$ cat src/rtl/usbrx_pkg.sv
// Shared types for the USB receive front end.
package usbrx_pkg;

    typedef enum logic [1:0] {
        LS_SE0 = 2'd0,
        LS_J   = 2'd1,
        LS_K   = 2'd2,
        LS_SE1 = 2'd3
    } line_st_t;

    // Maps a D+/D- sample pair to a line state; ls selects low-speed polarity.
    function automatic line_st_t classify(input logic dp, input logic dm, input logic ls);
        line_st_t st;
        case ({dp, dm})
            2'b00:   st = LS_SE0;
            2'b11:   st = LS_SE1;
            2'b10:   st = ls ? LS_K : LS_J;
            default: st = ls ? LS_J : LS_K;
        endcase
        return st;
    endfunction

endpackage

$ cat src/rtl/usbrx_line_mon.sv
// Line monitor: tracks SE0 and K runs across bit strobes and reports
// end of packet, bus reset, resume and idle.
// Assumes bit_stb is never high on adjacent cycles.
module usbrx_line_mon
    import usbrx_pkg::*;
#(
    parameter int RST_FS_BITS = 30,
    parameter int RST_LS_BITS = 4,
    parameter int LIM_W       = 8,
    parameter int SE0_W       = 6
) (
    input  logic             clk,
    input  logic             rst_n,
    input  logic             bit_stb,
    input  line_st_t         cur_st,
    input  logic             low_speed,
    input  logic [LIM_W-1:0] resume_limit,
    input  logic             rx_busy,
    output logic             eop_o,
    output logic             bus_reset_o,
    output logic             resume_o,
    output logic             idle_o
);
    localparam logic [SE0_W-1:0] SE0_MAX = {SE0_W{1'b1}};
    localparam logic [LIM_W:0]   K_MAX   = {(LIM_W+1){1'b1}};

    line_st_t         last_st;
    logic [SE0_W-1:0] se0_cnt;
    logic [SE0_W-1:0] se0_inc;
    logic [SE0_W-1:0] rst_thr;
    logic [LIM_W:0]   k_cnt;
    logic [LIM_W:0]   k_inc;
    logic [LIM_W:0]   k_trip;

    // Saturating next values of the run counters and the reset threshold.
    always_comb begin
        se0_inc = (se0_cnt == SE0_MAX) ? se0_cnt : se0_cnt + 1'b1;
        k_inc   = (k_cnt == K_MAX) ? k_cnt : k_cnt + 1'b1;
        k_trip  = {1'b0, resume_limit} + 1'b1;
        rst_thr = low_speed ? SE0_W'(RST_LS_BITS) : SE0_W'(RST_FS_BITS);
    end

    // Run counters and line-condition outputs, updated on each strobe.
    always_ff @(posedge clk) begin
        if (!rst_n) begin
            last_st     <= LS_J;
            se0_cnt     <= '0;
            k_cnt       <= '0;
            eop_o       <= 1'b0;
            bus_reset_o <= 1'b0;
            resume_o    <= 1'b0;
        end else begin
            eop_o    <= 1'b0;
            resume_o <= 1'b0;
            if (bit_stb) begin
                last_st     <= cur_st;
                se0_cnt     <= (cur_st == LS_SE0) ? se0_inc : '0;
                eop_o       <= (cur_st == LS_J) && (se0_cnt >= SE0_W'(2));
                bus_reset_o <= (cur_st == LS_SE0) && (se0_inc >= rst_thr);
                if (cur_st == LS_K && !rx_busy) begin
                    k_cnt    <= k_inc;
                    resume_o <= (k_inc == k_trip) && (k_cnt != K_MAX);
                end else begin
                    k_cnt <= '0;
                end
            end
        end
    end

    // Idle view: line resting at J and no packet being assembled.
    always_comb idle_o = (last_st == LS_J) && !rx_busy;


    rst_on_se0_chk: assert property (@(posedge clk) disable iff (!rst_n)
        bus_reset_o |-> last_st == LS_SE0);


    resume_on_k_chk: assert property (@(posedge clk) disable iff (!rst_n)
        resume_o |-> last_st == LS_K);


    eop_after_j_chk: assert property (@(posedge clk) disable iff (!rst_n)
        eop_o |-> last_st == LS_J);

endmodule

$ cat src/rtl/usbrx_bit_dec.sv
// Bit decoder: NRZI decode, SYNC hunt, stuffed-bit removal and LSB-first
// byte packing, gated by the byte enable that SYNC opens and EOP closes.
// Assumes eop_in arrives one cycle after the strobe that completed EOP.
module usbrx_bit_dec
    import usbrx_pkg::*;
#(
    parameter int BYTE_W    = 8,
    parameter int RUN_LIMIT = 6
) (
    input  logic              clk,
    input  logic              rst_n,
    input  logic              bit_stb,
    input  line_st_t          cur_st,
    input  logic              eop_in,
    output logic              byte_en,
    output logic              sop_o,
    output logic              push_o,
    output logic [BYTE_W-1:0] push_data,
    output logic              stuff_err,
    output logic              frame_err
);
    localparam int BC_W = $clog2(BYTE_W);
    localparam int RN_W = $clog2(RUN_LIMIT + 1);
    localparam logic [BYTE_W-1:0] SYNC_PAT = BYTE_W'(1);

    logic              prev_lvl;
    logic              after_se0;
    logic [BYTE_W-1:0] hunt;
    logic [BYTE_W-1:0] hunt_nx;
    logic [BYTE_W-1:0] shreg;
    logic [BC_W-1:0]   bcnt;
    logic [RN_W-1:0]   ones;
    logic              lvl;
    logic              nrzi;
    logic              jk_stb;

    // NRZI decode of the current sample against the previous level.
    always_comb begin
        lvl     = (cur_st == LS_J);
        nrzi    = (lvl == prev_lvl);
        jk_stb  = bit_stb && (cur_st == LS_J || cur_st == LS_K);
        hunt_nx = {hunt[BYTE_W-2:0], nrzi};
    end

    // Packet state machine: hunt, destuff, pack, and close on EOP.
    always_ff @(posedge clk) begin
        if (!rst_n) begin
            prev_lvl  <= 1'b1;
            after_se0 <= 1'b0;
            hunt      <= '1;
            shreg     <= '0;
            bcnt      <= '0;
            ones      <= '0;
            byte_en   <= 1'b0;
            sop_o     <= 1'b0;
            push_o    <= 1'b0;
            push_data <= '0;
            stuff_err <= 1'b0;
            frame_err <= 1'b0;
        end else begin
            sop_o  <= 1'b0;
            push_o <= 1'b0;
            if (eop_in) begin
                if (byte_en && bcnt != '0) frame_err <= 1'b1;
                byte_en <= 1'b0;
                bcnt    <= '0;
                ones    <= '0;
                hunt    <= '1;
            end else if (bit_stb && cur_st == LS_SE0) begin
                prev_lvl  <= 1'b1;
                after_se0 <= 1'b1;
            end else if (jk_stb) begin
                prev_lvl  <= lvl;
                after_se0 <= 1'b0;
                if (after_se0) begin
                    hunt <= '1;
                end else if (!byte_en) begin
                    hunt <= hunt_nx;
                    if (hunt_nx == SYNC_PAT) begin
                        byte_en   <= 1'b1;
                        sop_o     <= 1'b1;
                        ones      <= RN_W'(1);
                        bcnt      <= '0;
                        stuff_err <= 1'b0;
                        frame_err <= 1'b0;
                    end
                end else if (ones == RN_W'(RUN_LIMIT)) begin
                    ones <= '0;
                    if (nrzi) stuff_err <= 1'b1;
                end else begin
                    shreg <= {nrzi, shreg[BYTE_W-1:1]};
                    ones  <= nrzi ? ones + 1'b1 : '0;
                    if (bcnt == BC_W'(BYTE_W - 1)) begin
                        push_o    <= 1'b1;
                        push_data <= {nrzi, shreg[BYTE_W-1:1]};
                        bcnt      <= '0;
                    end else begin
                        bcnt <= bcnt + 1'b1;
                    end
                end
            end
        end
    end


    sop_opens_chk: assert property (@(posedge clk) disable iff (!rst_n)
        sop_o |=> byte_en);


    eop_closes_chk: assert property (@(posedge clk) disable iff (!rst_n)
        eop_in |=> !byte_en);


    push_in_pkt_chk: assert property (@(posedge clk) disable iff (!rst_n)
        push_o |-> $past(byte_en));


    frame_err_src_chk: assert property (@(posedge clk) disable iff (!rst_n)
        $rose(frame_err) |-> $past(eop_in));

endmodule

$ cat src/rtl/usbrx_fifo.sv
// Receive FIFO with show-ahead read; a write while full is dropped.
// Assumes DEPTH is at least 2.
module usbrx_fifo #(
    parameter int DEPTH = 32,
    parameter int W     = 8
) (
    input  logic         clk,
    input  logic         rst_n,
    input  logic         push,
    input  logic [W-1:0] wdata,
    input  logic         pop,
    output logic [W-1:0] rdata,
    output logic         empty,
    output logic         full
);
    localparam int AW = $clog2(DEPTH);
    localparam logic [AW-1:0] LAST = AW'(DEPTH - 1);

    logic [W-1:0]  mem [DEPTH];
    logic [AW-1:0] wp;
    logic [AW-1:0] rp;
    logic [AW:0]   cnt;
    logic          do_wr;
    logic          do_rd;

    // Accepted operations and status flags.
    always_comb begin
        empty = (cnt == '0);
        full  = (cnt == (AW+1)'(DEPTH));
        do_wr = push && !full;
        do_rd = pop && !empty;
        rdata = mem[rp];
    end

    // Storage array write.
    always_ff @(posedge clk) begin
        if (do_wr) mem[wp] <= wdata;
    end

    // Pointers and occupancy count.
    always_ff @(posedge clk) begin
        if (!rst_n) begin
            wp  <= '0;
            rp  <= '0;
            cnt <= '0;
        end else begin
            if (do_wr) wp <= (wp == LAST) ? '0 : wp + 1'b1;
            if (do_rd) rp <= (rp == LAST) ? '0 : rp + 1'b1;
            case ({do_wr, do_rd})
                2'b10:   cnt <= cnt + 1'b1;
                2'b01:   cnt <= cnt - 1'b1;
                default: cnt <= cnt;
            endcase
        end
    end


    full_hold_chk: assert property (@(posedge clk) disable iff (!rst_n)
        (full && push && !pop) |=> full);


    empty_hold_chk: assert property (@(posedge clk) disable iff (!rst_n)
        (empty && pop && !push) |=> empty);

endmodule

$ cat src/rtl/usb_rx_front.sv
// USB receive front end top: classifies the strobed line, runs the line
// monitor and bit decoder, and buffers assembled bytes in a FIFO.
// Assumes synchronised line inputs and bit_stb never high on adjacent cycles.
module usb_rx_front
    import usbrx_pkg::*;
#(
    parameter int FIFO_DEPTH  = 32,
    parameter int BYTE_W      = 8,
    parameter int LIM_W       = 8,
    parameter int RST_FS_BITS = 30,
    parameter int RST_LS_BITS = 4
) (
    input  logic              clk,
    input  logic              rst_n,
    input  logic              line_dp,
    input  logic              line_dm,
    input  logic              bit_stb,
    input  logic              low_speed,
    input  logic [LIM_W-1:0]  resume_limit,
    input  logic              fifo_rd,
    output logic [BYTE_W-1:0] fifo_data,
    output logic              fifo_empty,
    output logic              fifo_full_irq,
    output logic              byte_en,
    output logic              sop,
    output logic              eop,
    output logic              idle,
    output logic              bus_reset,
    output logic              resume,
    output logic              stuff_err,
    output logic              frame_err
);
    line_st_t          cur_st;
    logic              push;
    logic [BYTE_W-1:0] push_data;

    // Line state of the current sample under the selected polarity.
    always_comb cur_st = classify(line_dp, line_dm, low_speed);

    usbrx_line_mon #(
        .RST_FS_BITS (RST_FS_BITS),
        .RST_LS_BITS (RST_LS_BITS),
        .LIM_W       (LIM_W)
    ) mon_i (
        .clk          (clk),
        .rst_n        (rst_n),
        .bit_stb      (bit_stb),
        .cur_st       (cur_st),
        .low_speed    (low_speed),
        .resume_limit (resume_limit),
        .rx_busy      (byte_en),
        .eop_o        (eop),
        .bus_reset_o  (bus_reset),
        .resume_o     (resume),
        .idle_o       (idle)
    );

    usbrx_bit_dec #(
        .BYTE_W (BYTE_W)
    ) dec_i (
        .clk       (clk),
        .rst_n     (rst_n),
        .bit_stb   (bit_stb),
        .cur_st    (cur_st),
        .eop_in    (eop),
        .byte_en   (byte_en),
        .sop_o     (sop),
        .push_o    (push),
        .push_data (push_data),
        .stuff_err (stuff_err),
        .frame_err (frame_err)
    );

    usbrx_fifo #(
        .DEPTH (FIFO_DEPTH),
        .W     (BYTE_W)
    ) fifo_i (
        .clk   (clk),
        .rst_n (rst_n),
        .push  (push),
        .wdata (push_data),
        .pop   (fifo_rd),
        .rdata (fifo_data),
        .empty (fifo_empty),
        .full  (fifo_full_irq)
    );


    sop_eop_excl_chk: assert property (@(posedge clk) disable iff (!rst_n)
        $onehot0({sop, eop}));


    idle_quiet_chk: assert property (@(posedge clk) disable iff (!rst_n)
        idle |-> !byte_en);

endmodule

$ cat config.mk
export PLATFORM = sky130hd
export DESIGN_NAME = usb_rx_front
export DESIGN_NICKNAME = d
export VERILOG_FILES = /design/src/rtl/usbrx_pkg.sv /design/src/rtl/usbrx_line_mon.sv /design/src/rtl/usbrx_bit_dec.sv /design/src/rtl/usbrx_fifo.sv /design/src/rtl/usb_rx_front.sv
export SDC_FILE = /design/constraint.sdc
export NUM_CORES = 1
export LEC_CHECK = 0
export BUFFER_PORTS_ARGS = -buffer_cell sky130_fd_sc_hd__clkbuf_2
export CAP_MARGIN = 20
export CORE_MARGIN = 5
export CORE_UTILIZATION = 47
export DETAILED_ROUTE_END_ITERATION = 7
export PLACE_DENSITY = 0.65
export RECOVER_POWER = 25
export SLEW_MARGIN = 20
export SYNTH_ARGS = -nofsm -noshare
export SYNTH_HDL_FRONTEND = slang
export SYNTH_HIERARCHICAL = 1
export SYNTH_SLANG_ARGS = --single-unit
export TNS_END_PERCENT = 1
$ cat constraint.sdc
create_clock -name clk -period 6.5 [get_ports clk]
set_clock_uncertainty 0.05 [all_clocks]
set_input_delay 0.325 -clock clk [delete_from_list [all_inputs] [get_ports clk]]
set_output_delay 0.325 -clock clk [all_outputs]
set_load 0.02 [all_outputs]
==> report_table.html <==
<table>
<tr><th>Metric</th><th>Value</th></tr>
<tr><th colspan="2">Power and ir drop</th></tr>
<tr><td>VDD IR max</td><td>0.000196 V</td></tr>
<tr><td>Sequential share of power</td><td>53.1%</td></tr>
<tr><td>Total power of the final layout</td><td>4.25 mW</td></tr>
<tr><td>Internal power</td><td>3.42 mW</td></tr>
<tr><td>P_leak</td><td>4.43 nW</td></tr>
<tr><td>Switching power as a share of total power</td><td>19.6%</td></tr>
<tr><td>Portion of total power attributed to the clock network</td><td>45.3%</td></tr>
<tr><td>Power share of the combinational group</td><td>1.5%</td></tr>
<tr><td>Switching pwr</td><td>0.834 mW</td></tr>
<tr><td>Cell area power density</td><td>270 nW/um^2</td></tr>
<tr><th colspan="2">CTS</th></tr>
<tr><td># resized after CTS</td><td>0</td></tr>
<tr><td>Bufs on Longest Clock Path</td><td>3</td></tr>
<tr><td>H-tree level count</td><td>2</td></tr>
<tr><td>TritonCTS sink count</td><td>332</td></tr>
<tr><td>TritonCTS clock tree</td><td>yes</td></tr>
<tr><td>Count of hold buffers inserted by post-cts repair</td><td>0</td></tr>
<tr><td>Clock Tree Root</td><td>sky130_fd_sc_hd__clkbuf_16</td></tr>
<tr><td>Clock transition at the registers of the reported paths</td><td>60 ps</td></tr>
<tr><td>Worst-skew pair later-pin latency</td><td>520 ps</td></tr>
<tr><td>Clock buffer count from CTS</td><td>36</td></tr>
<tr><td>Setup Buffers After CTS</td><td>0</td></tr>
<tr><th colspan="2">Critical path</th></tr>
<tr><td>Cell chain of the critical path</td><td>buf_4, mux2i_1, a22oi_1, nand3_1, nand3_1, clkbuf_2</td></tr>
<tr><td>Worst r2r dst</td><td>fifo_i/cnt[2]</td></tr>
<tr><td>Stages on worst setup path</td><td>6</td></tr>
<tr><td>Most used cell, CP</td><td>sky130_fd_sc_hd__nand3_1</td></tr>
<tr><td>Crit path DAT</td><td>3250 ps</td></tr>
<tr><td>Setup slack of the most critical reg-to-reg path</td><td>3190 ps</td></tr>
<tr><td>Critical Path Slowest Stage Cell</td><td>sky130_fd_sc_hd__buf_4</td></tr>
<tr><td>Start of the worst register-to-register path</td><td>fifo_i/cnt[2]</td></tr>
<tr><td>Element type at the critical path start</td><td>register</td></tr>
<tr><td>Type of the worst setup path</td><td>register to primary output</td></tr>
<tr><td>Worst reg2reg path depth</td><td>10</td></tr>
<tr><td>Crit path buffers/inverters</td><td>2</td></tr>
<tr><td>Maximum cell stage delay along the critical path</td><td>830 ps</td></tr>
<tr><td>Crit. End Element</td><td>primary output</td></tr>
<tr><td>CP Max Fanout</td><td>52</td></tr>
<tr><td>Worst setup endpoint</td><td>fifo_data[5]</td></tr>
<tr><td>Largest delay contributor family on the critical path</td><td>buffers and inverters</td></tr>
<tr><td>CP Data Required Time</td><td>6120 ps</td></tr>
<tr><th colspan="2">Worst hold path</th></tr>
<tr><td>Worst hold-check path type</td><td>input pin to register</td></tr>
<tr><th colspan="2">Placement</th></tr>
<tr><td>Port bufs</td><td>32</td></tr>
<tr><td>Area after DPL</td><td>14700 um^2</td></tr>
<tr><td>Routability-driven placement congestion ratio</td><td>0.776</td></tr>
<tr><td>Detailed placer's ending HPWL</td><td>17600 um</td></tr>
<tr><td>Pre-CTS worst setup slack</td><td>3240 ps</td></tr>
<tr><td>Number of placed instances, taps included</td><td>1378</td></tr>
<tr><th colspan="2">Synthesis</th></tr>
<tr><td>Net count of the mapped netlist</td><td>1034</td></tr>
<tr><td>Share of async-settable or async-resettable flops after synthesis</td><td>0%</td></tr>
<tr><td>Basic-gate share of the synthesized area counting and, or, nand and nor cells</td><td>10.4%</td></tr>
<tr><td>Post-synthesis mux area share</td><td>11.5%</td></tr>
<tr><td>Synthesized flop and latch total</td><td>332</td></tr>
<tr><td>Number of unique standard cell types used by synthesis</td><td>73</td></tr>
<tr><td>Main combinational cell family by area after synthesis</td><td>multiplexers</td></tr>
<tr><td>Main synth FF type</td><td>sky130_fd_sc_hd__edfxtp_1</td></tr>
<tr><td>Xor and xnor area share after synthesis</td><td>1.47%</td></tr>
<tr><td>Share of the synthesized area in compound gates (AO/OA/AOI/OAI)</td><td>7.29%</td></tr>
<tr><td>Part of the Yosys area used for sequential elements</td><td>64.9%</td></tr>
<tr><td>Number of flops mapped to enable cells by yosys</td><td>256</td></tr>
<tr><td>Syn_area_per_cell</td><td>14.3 um^2</td></tr>
<tr><td>Area share of fa/ha/maj cells after synthesis</td><td>2.12%</td></tr>
<tr><td>Post-synthesis cell count</td><td>995</td></tr>
<tr><td>Yosys warns</td><td>6</td></tr>
<tr><td>Mapped Area</td><td>14200 um^2</td></tr>
<tr><th colspan="2">Final layout</th></tr>
<tr><td>Final Util</td><td>53.1%</td></tr>
<tr><td>Total inserted antenna cells</td><td>0</td></tr>
<tr><td>Final Non-Filler Cells</td><td>1442</td></tr>
<tr><td>Layout cell share with drive strength beyond 1</td><td>14.3%</td></tr>
<tr><td>Total Nets Final</td><td>1065</td></tr>
<tr><td>Finished layout cell area</td><td>15800 um^2</td></tr>
<tr><td>Area growth from synthesis to final layout</td><td>11.1%</td></tr>
<tr><th colspan="2">Floorplan</th></tr>
<tr><td>Cell Rows</td><td>63</td></tr>
<tr><td>Placeable Area</td><td>29700 um^2</td></tr>
<tr><td>Vert. Die Dim</td><td>184 um</td></tr>
<tr><td>Initial cell density of the core</td><td>47.7%</td></tr>
<tr><td>Boundary Pins</td><td>33</td></tr>
<tr><td>Total Die Area</td><td>33800 um^2</td></tr>
<tr><td>Die span in x</td><td>184 um</td></tr>
<tr><th colspan="2">Flow run</th></tr>
<tr><td>Number of maximum-capacitance constraint violations</td><td>3</td></tr>
<tr><th colspan="2">STA</th></tr>
<tr><td>Final-report max-slew violation count</td><td>100</td></tr>
<tr><td>Slack of the critical path</td><td>2880 ps</td></tr>
<tr><td>Slew @ Worst Pin</td><td>1690 ps</td></tr>
<tr><td>Number of setup violations in the final report</td><td>0</td></tr>
<tr><td>Worst hold margin</td><td>139 ps</td></tr>
<tr><td>Endpoints failing hold</td><td>0</td></tr>
<tr><td>Minimum clock period</td><td>3620 ps</td></tr>
<tr><td>Top achievable clock speed</td><td>276 MHz</td></tr>
<tr><td>Headroom to the max-slew limit</td><td>-12.7%</td></tr>
<tr><td>Final Cycle Share</td><td>55.8%</td></tr>
<tr><td>Setup repair after global routing missed its margin</td><td>no</td></tr>
<tr><td>Setup TNS</td><td>0 ps</td></tr>
<tr><th colspan="2">Global route</th></tr>
<tr><td>Number of antenna violations at the first check in global routing</td><td>0</td></tr>
<tr><td>Gr usage total</td><td>16.8%</td></tr>
<tr><td>Wire length of the first global-routing pass</td><td>44900 um</td></tr>
<tr><td>Vias in the first global route</td><td>8066</td></tr>
<tr><td>Pin count of the biggest net entering global routing</td><td>58</td></tr>
<tr><td>Global route total overflow</td><td>0</td></tr>
<tr><th colspan="2">Drt</th></tr>
<tr><td>Residual antenna-violating net count after detailed routing</td><td>0</td></tr>
<tr><td>Number of vias in the routed layout</td><td>8145</td></tr>
<tr><td>Remaining design rule violation count</td><td>0</td></tr>
<tr><td>Aggregate routed wire length</td><td>28400 um</td></tr>
<tr><td>Via-to-Cell Ratio</td><td>5.65</td></tr>
<tr><td>Iteration-0 DRC Markers</td><td>549</td></tr>
<tr><td>Post-DR wirelength/cell</td><td>19.7 um</td></tr>
<tr><td>Length of the first detailed-routing pass in iterations</td><td>5</td></tr>
<tr><th colspan="2">Outcome</th></tr>
<tr><td>Violations in the final reports</td><td>max-capacitance violations, max-slew violations</td></tr>
<tr><td>Status</td><td>finished, violations left</td></tr>
</table>
[power groups by stage]
stage	combinational (mW)	sequential, mW	clock (mW)
3_3_place_gp	0.0649	2.30	0
2_1_floorplan	0.0492	2.30	0
4_1_cts	0.0662	2.26	1.97
5_1_grt	0.0733	2.26	2.06
3_5_place_dp	0.0659	2.30	0
6_report	0.0655	2.26	1.93
[Yosys cell counts (6+ instances only)]
master | number | share of area [%]
sky130_fd_sc_hd__nor3_1 | 10 | 0.35
sky130_fd_sc_hd__xnor2_1 | 12 | 0.74
sky130_fd_sc_hd__nand2_1 | 63 | 1.7
sky130_fd_sc_hd__nand2b_1 | 10 | 0.44
sky130_fd_sc_hd__buf_2 | 14 | 0.49
sky130_fd_sc_hd__xor2_1 | 10 | 0.62
sky130_fd_sc_hd__a21oi_1 | 31 | 1.1
sky130_fd_sc_hd__nor2_1 | 60 | 1.6
sky130_fd_sc_hd__a22o_1 | 8 | 0.49
sky130_fd_sc_hd__a31oi_1 | 10 | 0.44
sky130_fd_sc_hd__nor4_1 | 6 | 0.26
sky130_fd_sc_hd__mux4_2 | 32 | 5.1
sky130_fd_sc_hd__mux2i_1 | 87 | 6.1
sky130_fd_sc_hd__nand3_1 | 41 | 1.4
sky130_fd_sc_hd__inv_1 | 19 | 0.50
sky130_fd_sc_hd__o22ai_1 | 9 | 0.40
sky130_fd_sc_hd__nand3b_1 | 7 | 0.37
sky130_fd_sc_hd__clkbuf_1 | 21 | 0.56
sky130_fd_sc_hd__dfxtp_1 | 76 | 11
sky130_fd_sc_hd__nor2b_1 | 24 | 1.1
sky130_fd_sc_hd__o21ai_0 | 25 | 0.88
sky130_fd_sc_hd__or3_1 | 7 | 0.31
sky130_fd_sc_hd__a221oi_1 | 8 | 0.49
sky130_fd_sc_hd__edfxtp_1 | 256 | 54
sky130_fd_sc_hd__ha_1 | 24 | 2.1
sky130_fd_sc_hd__nor3b_1 | 6 | 0.32
sky130_fd_sc_hd__a22oi_1 | 36 | 1.9
[state kept, by name, indices dropped and copies added (netlist names), 2 cells and up, named ones only]
name             cells
dec_i/shreg          7
dec_i/hunt           7
dec_i/ones           3
mon_i/last_st        2
fifo_i/mem         256
fifo_i/cnt           6
fifo_i/rp            5
mon_i/se0_cnt        6
dec_i/push_data      8
mon_i/k_cnt          9
dec_i/bcnt           3
fifo_i/wp            5
[how the worst min path moves through the flow]
| stage | start | end | cells after the start |
|---|---|---|---|
| global route | resume_limit[7] | mon_i/resume_o | 4 |
| global placement | mon_i/last_st[0] | mon_i/last_st[0] | 2 |
| floorplan | mon_i/last_st[0] | mon_i/last_st[0] | 2 |
| detailed placement | dec_i/push_data[5] | dec_i/push_data[5] | 2 |
| finish | resume_limit[7] | mon_i/resume_o | 4 |
| CTS | resume_limit[7] | mon_i/resume_o | 4 |
[cell type report]
class | instances | area [um^2]
repair buffers | 41 | 215
multi-input cells | 595 | 4640
fillers | 2453 | 14000
well taps | 390 | 488
inverters | 20 | 80.1
clock inverters | 20 | 159
clock buffers | 44 | 962
flip-flops and latches | 332 | 9220
[layout by cell type, fill, tap and decap left out, types with 7 or more instances in the layout]
| cell | synthesis | routed |
|---|---|---|
| sky130_fd_sc_hd__nor2b_1 | 24 | 24 |
| sky130_fd_sc_hd__o21ai_0 | 25 | 25 |
| sky130_fd_sc_hd__clkbuf_16 | 0 | 37 |
| sky130_fd_sc_hd__clkbuf_2 | 0 | 31 |
| sky130_fd_sc_hd__mux2i_1 | 87 | 87 |
| sky130_fd_sc_hd__nand2b_1 | 10 | 10 |
| sky130_fd_sc_hd__nand3b_1 | 7 | 7 |
| sky130_fd_sc_hd__nand2_1 | 63 | 63 |
| sky130_fd_sc_hd__clkbuf_1 | 21 | 10 |
| sky130_fd_sc_hd__a22oi_1 | 36 | 36 |
| sky130_fd_sc_hd__clkinv_1 | 0 | 8 |
| sky130_fd_sc_hd__a31oi_1 | 10 | 10 |
| sky130_fd_sc_hd__clkinv_2 | 0 | 7 |
| sky130_fd_sc_hd__inv_1 | 19 | 19 |
| sky130_fd_sc_hd__mux4_2 | 32 | 32 |
| sky130_fd_sc_hd__nor3_1 | 10 | 10 |
| sky130_fd_sc_hd__ha_1 | 24 | 24 |
| sky130_fd_sc_hd__a21oi_1 | 31 | 31 |
| sky130_fd_sc_hd__nand3_1 | 41 | 41 |
| sky130_fd_sc_hd__a22o_1 | 8 | 8 |
| sky130_fd_sc_hd__dfxtp_1 | 76 | 71 |
| sky130_fd_sc_hd__edfxtp_1 | 256 | 256 |
| sky130_fd_sc_hd__xor2_1 | 10 | 10 |
| sky130_fd_sc_hd__a221oi_1 | 8 | 8 |
| sky130_fd_sc_hd__o22ai_1 | 9 | 9 |
| sky130_fd_sc_hd__or3_1 | 7 | 7 |
| sky130_fd_sc_hd__xnor2_1 | 12 | 12 |
| sky130_fd_sc_hd__nor2_1 | 60 | 60 |
[cells by family after synthesis]
group                    count (synthesis)
AO/OA/AOI/OAI                          150
buffers and inverters                   68
XOR/XNOR                                23
multiplexers                           122
flip-flops                             332
AND/OR/NAND/NOR                        276
adder cells (fa/ha/maj)                 24
[worst register-to-register path, cell delays in order (launching register included)]
cell,delay [ps]
sky130_fd_sc_hd__dfxtp_1,390
sky130_fd_sc_hd__or4_1,650
sky130_fd_sc_hd__o31ai_4,410
sky130_fd_sc_hd__inv_1,120
sky130_fd_sc_hd__ha_1,380
sky130_fd_sc_hd__xor2_1,210
sky130_fd_sc_hd__ha_1,210
sky130_fd_sc_hd__a21oi_1,230
sky130_fd_sc_hd__xor2_1,130
sky130_fd_sc_hd__or3_1,320
sky130_fd_sc_hd__a21oi_1,150
[routing by layer]
layer / global-route usage (%) / wire length [um] / vias to the layer above
li1: - / - / 3899
met5: 0 / 0 / -
met3: 2.75 / 1330 / 45
met2: 27.7 / 13700 / 181
met4: 4.76 / 676 / 0
met1: 23.3 / 12700 / 4020
Power figures use the tool's default switching activity.
